==> config.mk <==
export PLATFORM = sky130hd
export DESIGN_NAME = term_cmd_reg
export DESIGN_NICKNAME = d
export VERILOG_FILES = /design/src/rtl/tcr_pkg.sv /design/src/rtl/tcr_bit_decode.sv /design/src/rtl/tcr_cursor.sv /design/src/rtl/tcr_blink.sv /design/src/rtl/tcr_kbd.sv /design/src/rtl/term_cmd_reg.sv
export SDC_FILE = /design/constraint.sdc
export NUM_CORES = 1
export LEC_CHECK = 0
export ABC_AREA = 1
export BUFFER_PORTS_ARGS = -buffer_cell sky130_fd_sc_hd__buf_2
export CAP_MARGIN = 20
export CELL_PAD_IN_SITES_DETAIL_PLACEMENT = 1
export CELL_PAD_IN_SITES_GLOBAL_PLACEMENT = 2
export CORE_MARGIN = 2
export CORE_UTILIZATION = 31
export CTS_CLUSTER_DIAMETER = 200
export DETAILED_ROUTE_END_ITERATION = 16
export GPL_TIMING_DRIVEN = 0
export PLACE_DENSITY_LB_ADDON = 0.08
export SKIP_CTS_REPAIR_TIMING = 1
export SYNTH_ARGS = -nofsm -noshare
export SYNTH_HDL_FRONTEND = slang
export SYNTH_SLANG_ARGS = --single-unit
==> constraint.sdc <==
create_clock -name clk_i -period 1.64 [get_ports clk_i]
set_input_delay 0.082 -clock clk_i [delete_from_list [all_inputs] [get_ports clk_i]]
set_output_delay 0.082 -clock clk_i [all_outputs]
set_load 0.02 [all_outputs]
==> src/rtl/tcr_pkg.sv <==
package tcr_pkg;
  localparam logic [3:0] CMD_WSTB  = 4'h8;
  localparam logic [3:0] CMD_TEST  = 4'h9;
  localparam logic [3:0] CMD_STEP  = 4'hA;
  localparam logic [3:0] CMD_BLINK = 4'hB;
  localparam logic [3:0] CMD_KIE   = 4'hC;
  localparam logic [3:0] CMD_DUAL  = 4'hD;
  localparam logic [3:0] CMD_DISP  = 4'hE;

  localparam int NUM_FLAGS = 5;
  localparam int FLG_TEST  = 0;
  localparam int FLG_BLINK = 1;
  localparam int FLG_KIE   = 2;
  localparam int FLG_DUAL  = 3;
  localparam int FLG_DISP  = 4;

  localparam logic [3:0] FLAG_ADDR [NUM_FLAGS] =
    '{CMD_TEST, CMD_BLINK, CMD_KIE, CMD_DUAL, CMD_DISP};
endpackage

==> src/rtl/tcr_bit_decode.sv <==
module tcr_bit_decode
  import tcr_pkg::*;
(
  input  logic                 clk_i,
  input  logic                 rst_ni,
  input  logic                 bit_we_i,
  input  logic [3:0]           bit_addr_i,
  input  logic                 bit_data_i,
  output logic                 wr_strobe_o,
  output logic                 step_inc_o,
  output logic                 step_dec_o,
  output logic [NUM_FLAGS-1:0] flags_o
);
  logic [NUM_FLAGS-1:0] flags_q;
  logic                 strobe_q;
  logic                 step_hit;

  always_ff @(posedge clk_i or negedge rst_ni) begin
    if (!rst_ni) begin
      flags_q <= '0;
    end else if (bit_we_i) begin
      for (int f = 0; f < NUM_FLAGS; f++) begin
        if (bit_addr_i == FLAG_ADDR[f]) flags_q[f] <= bit_data_i;
      end
    end
  end

  // data bit is a don't-care for the strobe
  always_ff @(posedge clk_i or negedge rst_ni) begin
    if (!rst_ni) strobe_q <= 1'b0;
    else         strobe_q <= bit_we_i && (bit_addr_i == CMD_WSTB);
  end

  assign step_hit    = bit_we_i && (bit_addr_i == CMD_STEP);
  assign step_inc_o  = step_hit && !bit_data_i;
  assign step_dec_o  = step_hit &&  bit_data_i;
  assign wr_strobe_o = strobe_q;
  assign flags_o     = flags_q;

  assert_ignore_R11: assert property (@(posedge clk_i) disable iff (!rst_ni)
    (!bit_we_i || bit_addr_i < CMD_WSTB || bit_addr_i == 4'hF)
      |=> ($stable(flags_o) && !wr_strobe_o));
endmodule

==> src/rtl/tcr_cursor.sv <==
module tcr_cursor #(
  parameter int ADDR_W       = 11,
  parameter int SCREEN_CELLS = 1920
) (
  input  logic              clk_i,
  input  logic              rst_ni,
  input  logic              load_i,
  input  logic [ADDR_W-1:0] load_addr_i,
  input  logic              inc_i,
  input  logic              dec_i,
  output logic [ADDR_W-1:0] addr_o
);
  localparam logic [ADDR_W-1:0] LAST_CELL = ADDR_W'(SCREEN_CELLS - 1);
  localparam logic [ADDR_W:0]   CELLS_W   = (ADDR_W+1)'(SCREEN_CELLS);

  logic [ADDR_W-1:0] addr_q, addr_d;
  logic              load_ok;

  assign load_ok = load_i && ({1'b0, load_addr_i} < CELLS_W);

  always_comb begin
    addr_d = addr_q;
    if (load_ok) begin
      addr_d = load_addr_i;
    end else if (!load_i && inc_i) begin
      addr_d = (addr_q == LAST_CELL) ? '0 : addr_q + 1'b1;
    end else if (!load_i && dec_i) begin
      addr_d = (addr_q == '0) ? LAST_CELL : addr_q - 1'b1;
    end
  end

  always_ff @(posedge clk_i or negedge rst_ni) begin
    if (!rst_ni) addr_q <= '0;
    else         addr_q <= addr_d;
  end

  assign addr_o = addr_q;

  assert_in_range_R3: assert property (@(posedge clk_i) disable iff (!rst_ni)
    {1'b0, addr_o} < CELLS_W);
  assert_wrap_up_R3: assert property (@(posedge clk_i) disable iff (!rst_ni)
    (inc_i && !load_i && addr_o == LAST_CELL) |=> (addr_o == '0));
  assert_wrap_down_R3: assert property (@(posedge clk_i) disable iff (!rst_ni)
    (dec_i && !load_i && addr_o == '0) |=> (addr_o == LAST_CELL));
  assert_load_wins_R4: assert property (@(posedge clk_i) disable iff (!rst_ni)
    (load_i && {1'b0, load_addr_i} < CELLS_W) |=> (addr_o == $past(load_addr_i)));
endmodule

==> src/rtl/tcr_blink.sv <==
module tcr_blink #(
  parameter int BLINK_HALF = 62_500_000
) (
  input  logic clk_i,
  input  logic rst_ni,
  input  logic en_i,
  output logic phase_o
);
  localparam int CW = $clog2(BLINK_HALF + 1);
  localparam logic [CW-1:0] LAST = CW'(BLINK_HALF - 1);

  logic [CW-1:0] cnt_q;
  logic          phase_q;

  // held at phase start while disabled, so enabling restarts the on-interval
  always_ff @(posedge clk_i or negedge rst_ni) begin
    if (!rst_ni) begin
      cnt_q   <= '0;
      phase_q <= 1'b1;
    end else if (!en_i) begin
      cnt_q   <= '0;
      phase_q <= 1'b1;
    end else if (cnt_q == LAST) begin
      cnt_q   <= '0;
      phase_q <= ~phase_q;
    end else begin
      cnt_q   <= cnt_q + 1'b1;
    end
  end

  assign phase_o = phase_q;

  assert_steady_off_R5: assert property (@(posedge clk_i) disable iff (!rst_ni)
    !en_i |=> phase_o);
  assert_cnt_bound_R5: assert property (@(posedge clk_i) disable iff (!rst_ni)
    cnt_q <= LAST);
endmodule

==> src/rtl/tcr_kbd.sv <==
module tcr_kbd (
  input  logic clk_i,
  input  logic rst_ni,
  input  logic latch_i,
  input  logic ack_i,
  input  logic ie_i,
  output logic int_o
);
  logic ready_q;

  always_ff @(posedge clk_i or negedge rst_ni) begin
    if (!rst_ni)      ready_q <= 1'b0;
    else if (latch_i) ready_q <= 1'b1;
    else if (ack_i)   ready_q <= 1'b0;
  end

  assign int_o = ready_q && ie_i;

  assert_latch_sets_R6: assert property (@(posedge clk_i) disable iff (!rst_ni)
    latch_i |=> ready_q);
  assert_ack_clears_R6: assert property (@(posedge clk_i) disable iff (!rst_ni)
    (ack_i && !latch_i) |=> !ready_q);
endmodule

==> src/rtl/term_cmd_reg.sv <==
module term_cmd_reg
  import tcr_pkg::*;
#(
  parameter int ADDR_W       = 11,
  parameter int SCREEN_CELLS = 1920,
  parameter int BLINK_HALF   = 62_500_000
) (
  input  logic              clk_i,
  input  logic              rst_ni,
  input  logic              bit_we_i,
  input  logic [3:0]        bit_addr_i,
  input  logic              bit_data_i,
  input  logic              cur_load_i,
  input  logic [ADDR_W-1:0] cur_load_addr_i,
  input  logic              kbd_latch_i,
  input  logic              kbd_ack_i,
  input  logic              cursor_show_i,
  input  logic              pix_video_i,
  input  logic              hsync_i,
  input  logic              vsync_i,
  input  logic              wr_attr_i,
  output logic              wr_strobe_o,
  output logic [ADDR_W-1:0] cursor_addr_o,
  output logic              test_mode_o,
  output logic              mem_attr_o,
  output logic              kbd_int_o,
  output logic              cursor_o,
  output logic              video_o,
  output logic              hsync_o,
  output logic              vsync_o
);
  logic [NUM_FLAGS-1:0] flags;
  logic                 step_inc, step_dec;
  logic                 blink_phase;

  tcr_bit_decode u_decode (
    .clk_i       (clk_i),
    .rst_ni      (rst_ni),
    .bit_we_i    (bit_we_i),
    .bit_addr_i  (bit_addr_i),
    .bit_data_i  (bit_data_i),
    .wr_strobe_o (wr_strobe_o),
    .step_inc_o  (step_inc),
    .step_dec_o  (step_dec),
    .flags_o     (flags)
  );

  tcr_cursor #(
    .ADDR_W       (ADDR_W),
    .SCREEN_CELLS (SCREEN_CELLS)
  ) u_cursor (
    .clk_i       (clk_i),
    .rst_ni      (rst_ni),
    .load_i      (cur_load_i),
    .load_addr_i (cur_load_addr_i),
    .inc_i       (step_inc),
    .dec_i       (step_dec),
    .addr_o      (cursor_addr_o)
  );

  tcr_blink #(
    .BLINK_HALF (BLINK_HALF)
  ) u_blink (
    .clk_i   (clk_i),
    .rst_ni  (rst_ni),
    .en_i    (flags[FLG_BLINK]),
    .phase_o (blink_phase)
  );

  tcr_kbd u_kbd (
    .clk_i   (clk_i),
    .rst_ni  (rst_ni),
    .latch_i (kbd_latch_i),
    .ack_i   (kbd_ack_i),
    .ie_i    (flags[FLG_KIE]),
    .int_o   (kbd_int_o)
  );

  assign test_mode_o = flags[FLG_TEST];
  assign mem_attr_o  = wr_attr_i && flags[FLG_DUAL];
  assign cursor_o    = cursor_show_i && blink_phase;
  // blanking gates video only; sync is never blanked
  assign video_o     = pix_video_i && flags[FLG_DISP];
  assign hsync_o     = hsync_i;
  assign vsync_o     = vsync_i;

  assert_strobe_keeps_cursor_R1: assert property (@(posedge clk_i) disable iff (!rst_ni)
    (bit_we_i && bit_addr_i == CMD_WSTB && !cur_load_i) |=> $stable(cursor_addr_o));
  assert_blank_R7: assert property (@(posedge clk_i) disable iff (!rst_ni)
    (bit_we_i && bit_addr_i == CMD_DISP && !bit_data_i) |=> !video_o);
endmodule

==> flow_metrics.tcl, run 1 <==
set metrics [dict create \
    run_status "complete, no violations" \
    mappedNetlistArea_um2 3360 \
    die_height_um 108 \
    grtUsageMet2 0.354 \
    num_vias 3478 \
    synth_sequential_area_ratio 0.335 \
    final.fill_count 1397 \
    cts.sinks 45 \
    place.gp.congestion 0.832 \
    place_hpwl_um 8590 \
    syn2layout_area_growth_pct 23.2 \
    critical_path.startpoint_type "flip-flop" \
    worstPathMaxFanout 7 \
    achievable-frequency_ghz 0.630 \
    drt_pass1_iterations 4 \
    placed_area_um2 3770 \
    numCtsBuffers 5 \
    core_area_um2 10700 \
    grtUsageTotal 0.194 \
    total_power_mw 3.18 \
    insertedDiodeCount 0 \
    layout.cells.most_common "nand2_1" \
    critical_path.endpoint_type "flip-flop" \
    timing.max_slew.rel_slack 0.664 \
    gr-max-usage-layer "met2" \
    cts_tree "yes" \
    powerDensity_nw_per_um2 769 \
    worst_r2r_path_depth 9 \
    first_global_vias 3526 \
    nNetsFinal 613 \
    timing.hold.worst_path_depth 3 \
    fp.dieW_um 108 \
    postRouteWirelength_um 11000 \
    synthDominantCellAreaShare 0.328 \
    worst-endpoint-arrival_ns 1.79 \
    cts.clk_slew.worst_paths_ns 0.09 \
    stdcell_area_um2 4140 \
    fin_skew_ns 0.0105 \
    synthesis.area_per_instance_um2 6.49 \
    postSynthCellCount 518 \
    cts.path.max_buffers 2 \
    max_cap_violations 0 \
    required_ns 1.84 \
    yosys-top-cells-area "dfrtp_1, nand2_1, nor2_1" \
    postRouteAntennaNets 0 \
    critical_path_class "flip-flop to flip-flop" \
    synth_area_leader_cell "dfrtp_1" \
    final_max_slew_viol_count 0 \
    max-vdd-ir-drop_mv 0.402 \
    layout.cells.most_common_list "nand2_1, nor2_1, inv_1" \
    cts_root_buffer "clkbuf_8" \
    worst_skew_pair.late_latency_ns 0.31 \
    grt_antenna_before_repair 0 \
    portBuffers 43 \
    final-hold-violation-count 0 \
    fp.dieArea_um2 11700 \
    layout-drive-gt1-share 0.238 \
    grt_setup_unrepaired "yes" \
    synth_nets 549 \
    finalCritPeriodShare 0.968 \
    drt_drc_violations_left 0 \
    cts_max_level 2 \
    final_setup_violations 0 \
    grt_first_pass_wirelength_um 17500 \
    register_bit_total_from_synthesis 45 \
    fp-row-count 38 \
    leakage_nw 1.97 \
    finalWorstPathRequiredPeriod_ns 1.59 \
    gr-total-overflow 0 \
    number_of_design_rule_violations_left_by_the_first_detailed_router_iteration 125 \
    post_drt_via_cell_ratio 4.81 \
    largest_net_degree_at_the_start_of_global_routing 30 \
    synthDistinctLibCells 38 \
    yosys_warnings 0 \
    floorplan.initialDensity 0.314 \
    worst_hold_path_type "primary input to flip-flop" \
    groute.layer.met3.usage 0.0181 \
    boundaryPins 46 \
    wl_per_cell_um 15.2 \
    worst_pin_slew_ns 0.504 \
    grt.met1_usage 0.238 \
]
[layout make-up]
cell class,count,area [µm²],area share
multi-input cells,391,2050,0.495
plain buffers,10,68.8,0.0166
clock buffers,5,68.8,0.0166
repair buffers,56,345,0.0834
well taps,140,175,0.0423
clock inverters,3,17.5,0.00423
flip-flops and latches,45,1130,0.274
inverters,73,279,0.0674
[kinds of logic after synthesis]
kind of cell    Yosys count  share of synthesized area
fa+ha+maj                 4                     0.0149
xor+xnor                  9                     0.0235
simple gates            346                      0.473
flops                    45                      0.335
compound gates           31                     0.0503
buf+inv                  83                      0.103
[metal layers]
metal	up-vias	routed length, µm
met2	29	5750
met1	1680	4860
met5	-	0
li1	1757	-
met3	12	113
met4	0	245
[per-stage QoR]
| step | hold slack [ns] | instances | utilization | setup TNS [ns] | setup WS (ns) |
|---|---|---|---|---|---|
| after floorplan | -0.214 | 518 | - | 0 | 0.0547 |
| after global placement | 0.261 | 701 | 0.351 | -3.46 | -0.252 |
| after detailed placement | 0.0670 | 702 | 0.353 | -3.45 | -0.260 |
| after CTS | -0.277 | 710 | 0.361 | -3.96 | -0.271 |
| after global routing | 0.0296 | 723 | 0.387 | -0.166 | -0.0231 |
| final | 0.00385 | 723 | 0.387 | 0 | 0.0523 |
[power breakdown]
group | leakage (nW) | switching, mW | internal [mW] | total, mW
Clock | 0.0439 | 0.421 | 0.295 | 0.716
Sequential | 0.581 | 0.139 | 1.23 | 1.37
Combinational | 1.34 | 0.700 | 0.397 | 1.10
Total | 1.97 | 1.26 | 1.92 | 3.18
[sequential cells by signal, summed over array words and instances (netlist names)]
name and cells:
u_cursor.addr_o 11, u_decode.wr_strobe_o 1, u_kbd.ready_q 1, u_blink.phase_o 1
u_blink.cnt_q 26, u_decode.flags_o 5
[worst max-delay path, cell delays in order (launching register included)]
cell and delay [ns]:
dfrtp_1 0.40, ha_4 0.17, nand2_4 0.08, nor2_4 0.17, nand4_4 0.11, nor2_4 0.14, nand2_4 0.12, nand2_8 0.14
buf_12 0.11, nor3_2 0.03
[worst paths after layout]
kind                                                   from                               to  slack (ns)
max in group asynchronous                            rst_ni      u_blink.phase_o$_DFFE_PN1P_        0.80
worst max-delay path             u_blink.cnt_q[1]$_DFF_PN0_       u_blink.cnt_q[5]$_DFF_PN0_        0.05
worst min-delay path                             bit_data_i  u_decode.flags_o[1]$_DFFE_PN0P_       0.004
min in group asynchronous                            rst_ni      u_blink.cnt_q[21]$_DFF_PN0_        0.25
worst max register to register   u_blink.cnt_q[1]$_DFF_PN0_       u_blink.cnt_q[5]$_DFF_PN0_        0.05
worst min register to register  u_blink.phase_o$_DFFE_PN1P_      u_blink.phase_o$_DFFE_PN1P_        0.49
[cells in the mapped netlist (all sizes together)]
cell type    n
a21oi        5
a31oi        1
and2         1
buf          7
clkbuf       3
clkinv       1
dfrtp       44
dfstp        1
ha           4
inv         72
nand2      159
nand3       59
nand3b       1
nand4       15
nor2        91
nor3        16
nor3b        2
o21ai       23
o21bai       2
or2          2
xnor2        2
xor2         7
Power figures use the tool's default switching activity.
==> run 2, diff against run 1 <==
--- a/config.mk
+++ b/config.mk
@@ -10,7 +10,6 @@
 export CAP_MARGIN = 20
 export CELL_PAD_IN_SITES_DETAIL_PLACEMENT = 1
 export CELL_PAD_IN_SITES_GLOBAL_PLACEMENT = 2
-export CORE_MARGIN = 2
 export CORE_UTILIZATION = 31
 export CTS_CLUSTER_DIAMETER = 200
 export DETAILED_ROUTE_END_ITERATION = 16
==> run 2 against run 1 <==
Effect of this change:
- cell count fell by 1.1%
- sequential cell count did not move
- critical path depth rose by 1
- maximum frequency fell by 0.56%
- critical path type unchanged
- via count rose by 0.49%
- first-iteration DRC count rose by 14%
- sequential share of layout area rose by 0.32 points
- clock skew barely moved
- count of clock-buffer cells in the layout did not move
==> flow_metrics.tcl, run 2 (synthesized netlist as in run 1, its figures left out) <==
set metrics [dict create \
    grtUsageTotal 0.198 \
    run_status "complete, no violations" \
    largest_register "u_blink.cnt_q" \
    worst_pin_slew_ns 0.549 \
    slack_of_the_worst_reg_to_reg_path_ns 0.04 \
    layout-drive-gt1-share 0.231 \
    num_vias 3495 \
    place.gp.congestion 0.829 \
    fin_skew_ns 0.0107 \
    stdcell_area_um2 4090 \
    worst_path_max_delay_cell "dfrtp_1" \
    timing.critical_path.slowest_cell_delay_ns 0.41 \
    die_height_um 106 \
    postRouteWirelength_um 10900 \
    achievable-frequency_ghz 0.626 \
    portBuffers 43 \
    postRouteAntennaNets 0 \
    dpl_worst_slack_ns -0.278 \
    critical_path.endpoint_type "flip-flop" \
    first_global_vias 3507 \
    drt_pass1_iterations 4 \
    final-hold-violation-count 0 \
    post-place-cells 698 \
    final_setup_violations 0 \
    number_of_design_rule_violations_left_by_the_first_detailed_router_iteration 143 \
    largest_net_degree_at_the_start_of_global_routing 26 \
    worst_hold_path_type "primary input to flip-flop" \
    critical_path.startpoint_type "flip-flop" \
    worst_hold_slack_ns 0.0122 \
    worst_skew_pair.late_latency_ns 0.30 \
    finalWorstPathRequiredPeriod_ns 1.60 \
    max_reg_flops 26 \
    core_area_um2 10400 \
    final_max_slew_viol_count 0 \
    required_ns 1.84 \
    post_drt_via_cell_ratio 4.89 \
    total_negative_slack_ns 0 \
    wl_per_cell_um 15.3 \
    place_hpwl_um 8530 \
    fin_ws_ns 0.0433 \
    placed_area_um2 3770 \
    critical_path_class "flip-flop to flip-flop" \
    cts_root_buffer "clkbuf_8" \
    syn2layout_area_growth_pct 21.8 \
    boundaryPins 46 \
    powerDensity_nw_per_um2 783 \
    grt_setup_unrepaired "yes" \
    fp-row-count 37 \
    fin_cells 715 \
    final_core_util 0.393 \
    drt_drc_violations_left 0 \
    floorplan.initialDensity 0.323 \
    cts_max_level 2 \
    fp.dieArea_um2 11300 \
    worst-endpoint-arrival_ns 1.80 \
    max_cap_violations 0 \
    worstPathMaxFanout 8 \
    cts.sinks 45 \
    cts_tree "yes" \
    timing.max_slew.rel_slack 0.634 \
    grt_antenna_before_repair 0 \
    layout.cells.most_common_list "nand2_1, nor2_1, inv_1" \
    gr-total-overflow 0 \
    leakage_nw 1.94 \
    insertedDiodeCount 0 \
    nNetsFinal 609 \
    final.fill_count 1361 \
    finalCritPeriodShare 0.974 \
    grt_first_pass_wirelength_um 17400 \
    layout.cells.most_common "nand2_1" \
    cts.clk_slew.worst_paths_ns 0.11 \
    cp_cell_sequence "ha_4, nand2_4, nor2_4, nand4_4, nor2_4, nand2_4, nand2_8, inv_6, nand2_2, nor2_1" \
    fp.dieW_um 106 \
    cts.path.max_buffers 2 \
    max-vdd-ir-drop_mv 0.426 \
    total_power_mw 3.20 \
    numCtsBuffers 5 \
]
-- run 2: cell count changes in the layout (fill, tap and decap cells not counted), moves of 2 or more --
cell      delta
nor2_4       -2
nor2_2       +2
clkinv_2     -2
buf_4        -2
inv_4        +2
-- run 2: per-layer routing --
layer / wire length (µm) / vias up / global-route usage
met2: 5690 / 41 / 0.361
met4: 186 / 0 / 0.0565
met3: 180 / 12 / 0.0215
li1: - / 1751 / -
met1: 4880 / 1691 / 0.243
met5: 0 / - / 0
-- run 2: area by class of cell --
cell class | count | area [µm²] | share of cell area
timing repair buffer | 53 | 310 | 0.0758
sequential | 45 | 1130 | 0.277
clock buffer | 5 | 68.8 | 0.0168
tap | 136 | 170 | 0.0416
multi-input combinational | 391 | 2040 | 0.497
clock inverter | 3 | 25.0 | 0.00611
inverter | 73 | 284 | 0.0694
buffer | 9 | 63.8 | 0.0156
-- run 2: path summary, 6_finish.rpt --
check,startpoint,endpoint,depth (start not counted)
max,u_blink.cnt_q[1]$_DFF_PN0_,u_blink.cnt_q[20]$_DFF_PN0_,10
min,bit_data_i,u_decode.flags_o[1]$_DFFE_PN0P_,3
max reg2reg,u_blink.cnt_q[1]$_DFF_PN0_,u_blink.cnt_q[20]$_DFF_PN0_,10
min reg2reg,u_blink.phase_o$_DFFE_PN1P_,u_blink.phase_o$_DFFE_PN1P_,2
max in group asynchronous,rst_ni,u_cursor.addr_o[0]$_DFFE_PN0P_,3
min in group asynchronous,rst_ni,u_blink.cnt_q[11]$_DFF_PN0_,2
-- run 2: where the power goes --
group / switching, mW / total [mW] / leakage (nW) / internal [mW]
clock network: 0.450 / 0.759 / 0.0447 / 0.309
logic: 0.686 / 1.06 / 1.31 / 0.375
registers: 0.155 / 1.38 / 0.580 / 1.23
total: 1.29 / 3.20 / 1.94 / 1.91
-- run 2: worst max-delay path, delay by kind of cell, from the launching register on --
kind                       cells  cell delay, ns
adders and majority gates      1            0.17
DFF                            1            0.41
and+or+nand+nor                8            0.85
buffers and inverters          1            0.05
==> run 3, diff against run 2 <==
--- a/config.mk
+++ b/config.mk
@@ -14,6 +14,7 @@
 export CTS_CLUSTER_DIAMETER = 200
 export DETAILED_ROUTE_END_ITERATION = 16
 export GPL_TIMING_DRIVEN = 0
+export MAX_ROUTING_LAYER = met4
 export PLACE_DENSITY_LB_ADDON = 0.08
 export SKIP_CTS_REPAIR_TIMING = 1
 export SYNTH_ARGS = -nofsm -noshare
==> run 3 against run 2 <==
Effect of this change:
- critical path depth is the same
- register-to-register slack about the same
- worst setup slack worse by 0.00066 ns
- largest cell class unchanged
==> flow_metrics.tcl, run 3 (synthesized netlist as in run 1, its figures left out) <==
set metrics [dict create \
    numCtsBuffers 5 \
    cts.path.max_buffers 2 \
    grtUsageTotal 0.203 \
    floorplan.initialDensity 0.323 \
    cts_max_level 2 \
    worst_pin_slew_ns 0.561 \
    wl_per_cell_um 15.3 \
    drt_pass1_iterations 4 \
    worst-endpoint-arrival_ns 1.80 \
    post_drt_via_cell_ratio 4.90 \
    core_area_um2 10400 \
    largest_net_degree_at_the_start_of_global_routing 26 \
    total_negative_slack_ns 0 \
    first_global_vias 3503 \
    max_reg_flops 26 \
    total_power_mw 3.20 \
    boundaryPins 46 \
    worst_path_max_delay_cell "dfrtp_1" \
    nNetsFinal 609 \
    timing.max_slew.rel_slack 0.626 \
    drt_drc_violations_left 0 \
    run_status "complete, no violations" \
    worstPathMaxFanout 8 \
    achievable-frequency_ghz 0.626 \
    fp-row-count 37 \
    number_of_design_rule_violations_left_by_the_first_detailed_router_iteration 132 \
    hp-start "bit_data_i" \
    post-place-cells 698 \
    layout-drive-gt1-share 0.231 \
    final.fill_count 1361 \
    finalWorstPathRequiredPeriod_ns 1.60 \
    cp_cell_sequence "ha_4, nand2_4, nor2_4, nand4_4, nor2_4, nand2_4, nand2_8, inv_6, nand2_2, nor2_1" \
    grt_antenna_before_repair 0 \
    required_ns 1.84 \
    max_cap_violations 0 \
    critical_path.endpoint_type "flip-flop" \
    crit-reg2reg-launch "u_blink.cnt_q[1]$_DFF_PN0_" \
    leakage_nw 1.94 \
    critical_path.startpoint_type "flip-flop" \
    postRouteWirelength_um 11000 \
    grt_first_pass_wirelength_um 17400 \
    gr-total-overflow 0 \
    layout.cells.most_common_list "nand2_1, nor2_1, inv_1" \
    max-vdd-ir-drop_mv 0.423 \
    worstSetupStartpoint "u_blink.cnt_q[1]$_DFF_PN0_" \
    fin_cells 715 \
    largest_register "u_blink.cnt_q" \
    syn2layout_area_growth_pct 21.8 \
    final-hold-violation-count 0 \
    fp.dieW_um 106 \
    critical_path_class "flip-flop to flip-flop" \
    fin_skew_ns 0.0113 \
    insertedDiodeCount 0 \
    cts.clk_slew.worst_paths_ns 0.11 \
    grt_setup_unrepaired "yes" \
    cts_root_buffer "clkbuf_8" \
    cts.sinks 45 \
    worst_hold_path_type "primary input to flip-flop" \
    die_height_um 106 \
    place.gp.congestion 0.842 \
    finalCritPeriodShare 0.974 \
    portBuffers 43 \
    worst_skew_pair.late_latency_ns 0.30 \
    layout.cells.most_common "nand2_1" \
    timing.critical_path.slowest_cell_delay_ns 0.41 \
    powerDensity_nw_per_um2 782 \
    num_vias 3502 \
    cts_tree "yes" \
    final_setup_violations 0 \
    fp.dieArea_um2 11300 \
    postRouteAntennaNets 0 \
    place_hpwl_um 8530 \
    final_max_slew_viol_count 0 \
]
[run 3: cell counts in the layout (fill, tap and decap cells not counted)]
Identical to the previous run, type by type.
[run 3: final timing paths]
| check | end | slack (ns) | cells past startpoint |
|---|---|---|---|
| max | u_blink.cnt_q[20]$_DFF_PN0_ | 0.04 | 10 |
| min | u_decode.flags_o[1]$_DFFE_PN0P_ | 0.01 | 3 |
| max reg2reg | u_blink.cnt_q[20]$_DFF_PN0_ | 0.04 | 10 |
| min reg2reg | u_blink.phase_o$_DFFE_PN1P_ | 0.49 | 2 |
| max in group asynchronous | u_cursor.addr_o[0]$_DFFE_PN0P_ | 0.82 | 3 |
| min in group asynchronous | u_blink.cnt_q[11]$_DFF_PN0_ | 0.27 | 2 |
[run 3: stage by stage]
step	worst slack (ns)	hold slack, ns	cell area, µm²	util
2_1_floorplan	0.0547	-0.214	3360	-
3_3_place_gp	-0.225	0.261	3750	0.360
3_5_place_dp	-0.278	0.0899	3770	0.362
4_1_cts	-0.307	-0.249	3860	0.371
5_1_grt	-0.0528	0.0171	4090	0.393
6_report	0.0427	0.0127	4090	0.393
[run 3: final cells by class]
type | instances | area, µm² | share of cell area
flip-flops and latches | 45 | 1130 | 0.277
clock inverters | 3 | 25.0 | 0.00611
inverters | 73 | 284 | 0.0694
clock buffers | 5 | 68.8 | 0.0168
multi-input cells | 391 | 2040 | 0.497
well taps | 136 | 170 | 0.0416
plain buffers | 9 | 63.8 | 0.0156
repair buffers | 53 | 310 | 0.0758
[run 3: worst max-delay path: cells and delay by family, from the launching register on]
kind	cells	cell delay [ns]
adders and majority gates	1	0.17
DFF	1	0.41
and+or+nand+nor	8	0.85
buffers and inverters	1	0.05
[run 3: report_power, final]
part,switching [mW],internal [mW]
logic,0.686,0.375
registers,0.155,1.23
clock network,0.446,0.309
[run 3: metal layers]
metal | routed length (µm) | part of all wire | GRT usage
met1 | 4910 | 0.45 | 0.243
met2 | 5690 | 0.52 | 0.361
met3 | 169 | 0.015 | 0.0215
met4 | 189 | 0.017 | 0.0565
met5 | 0 | 0 | -
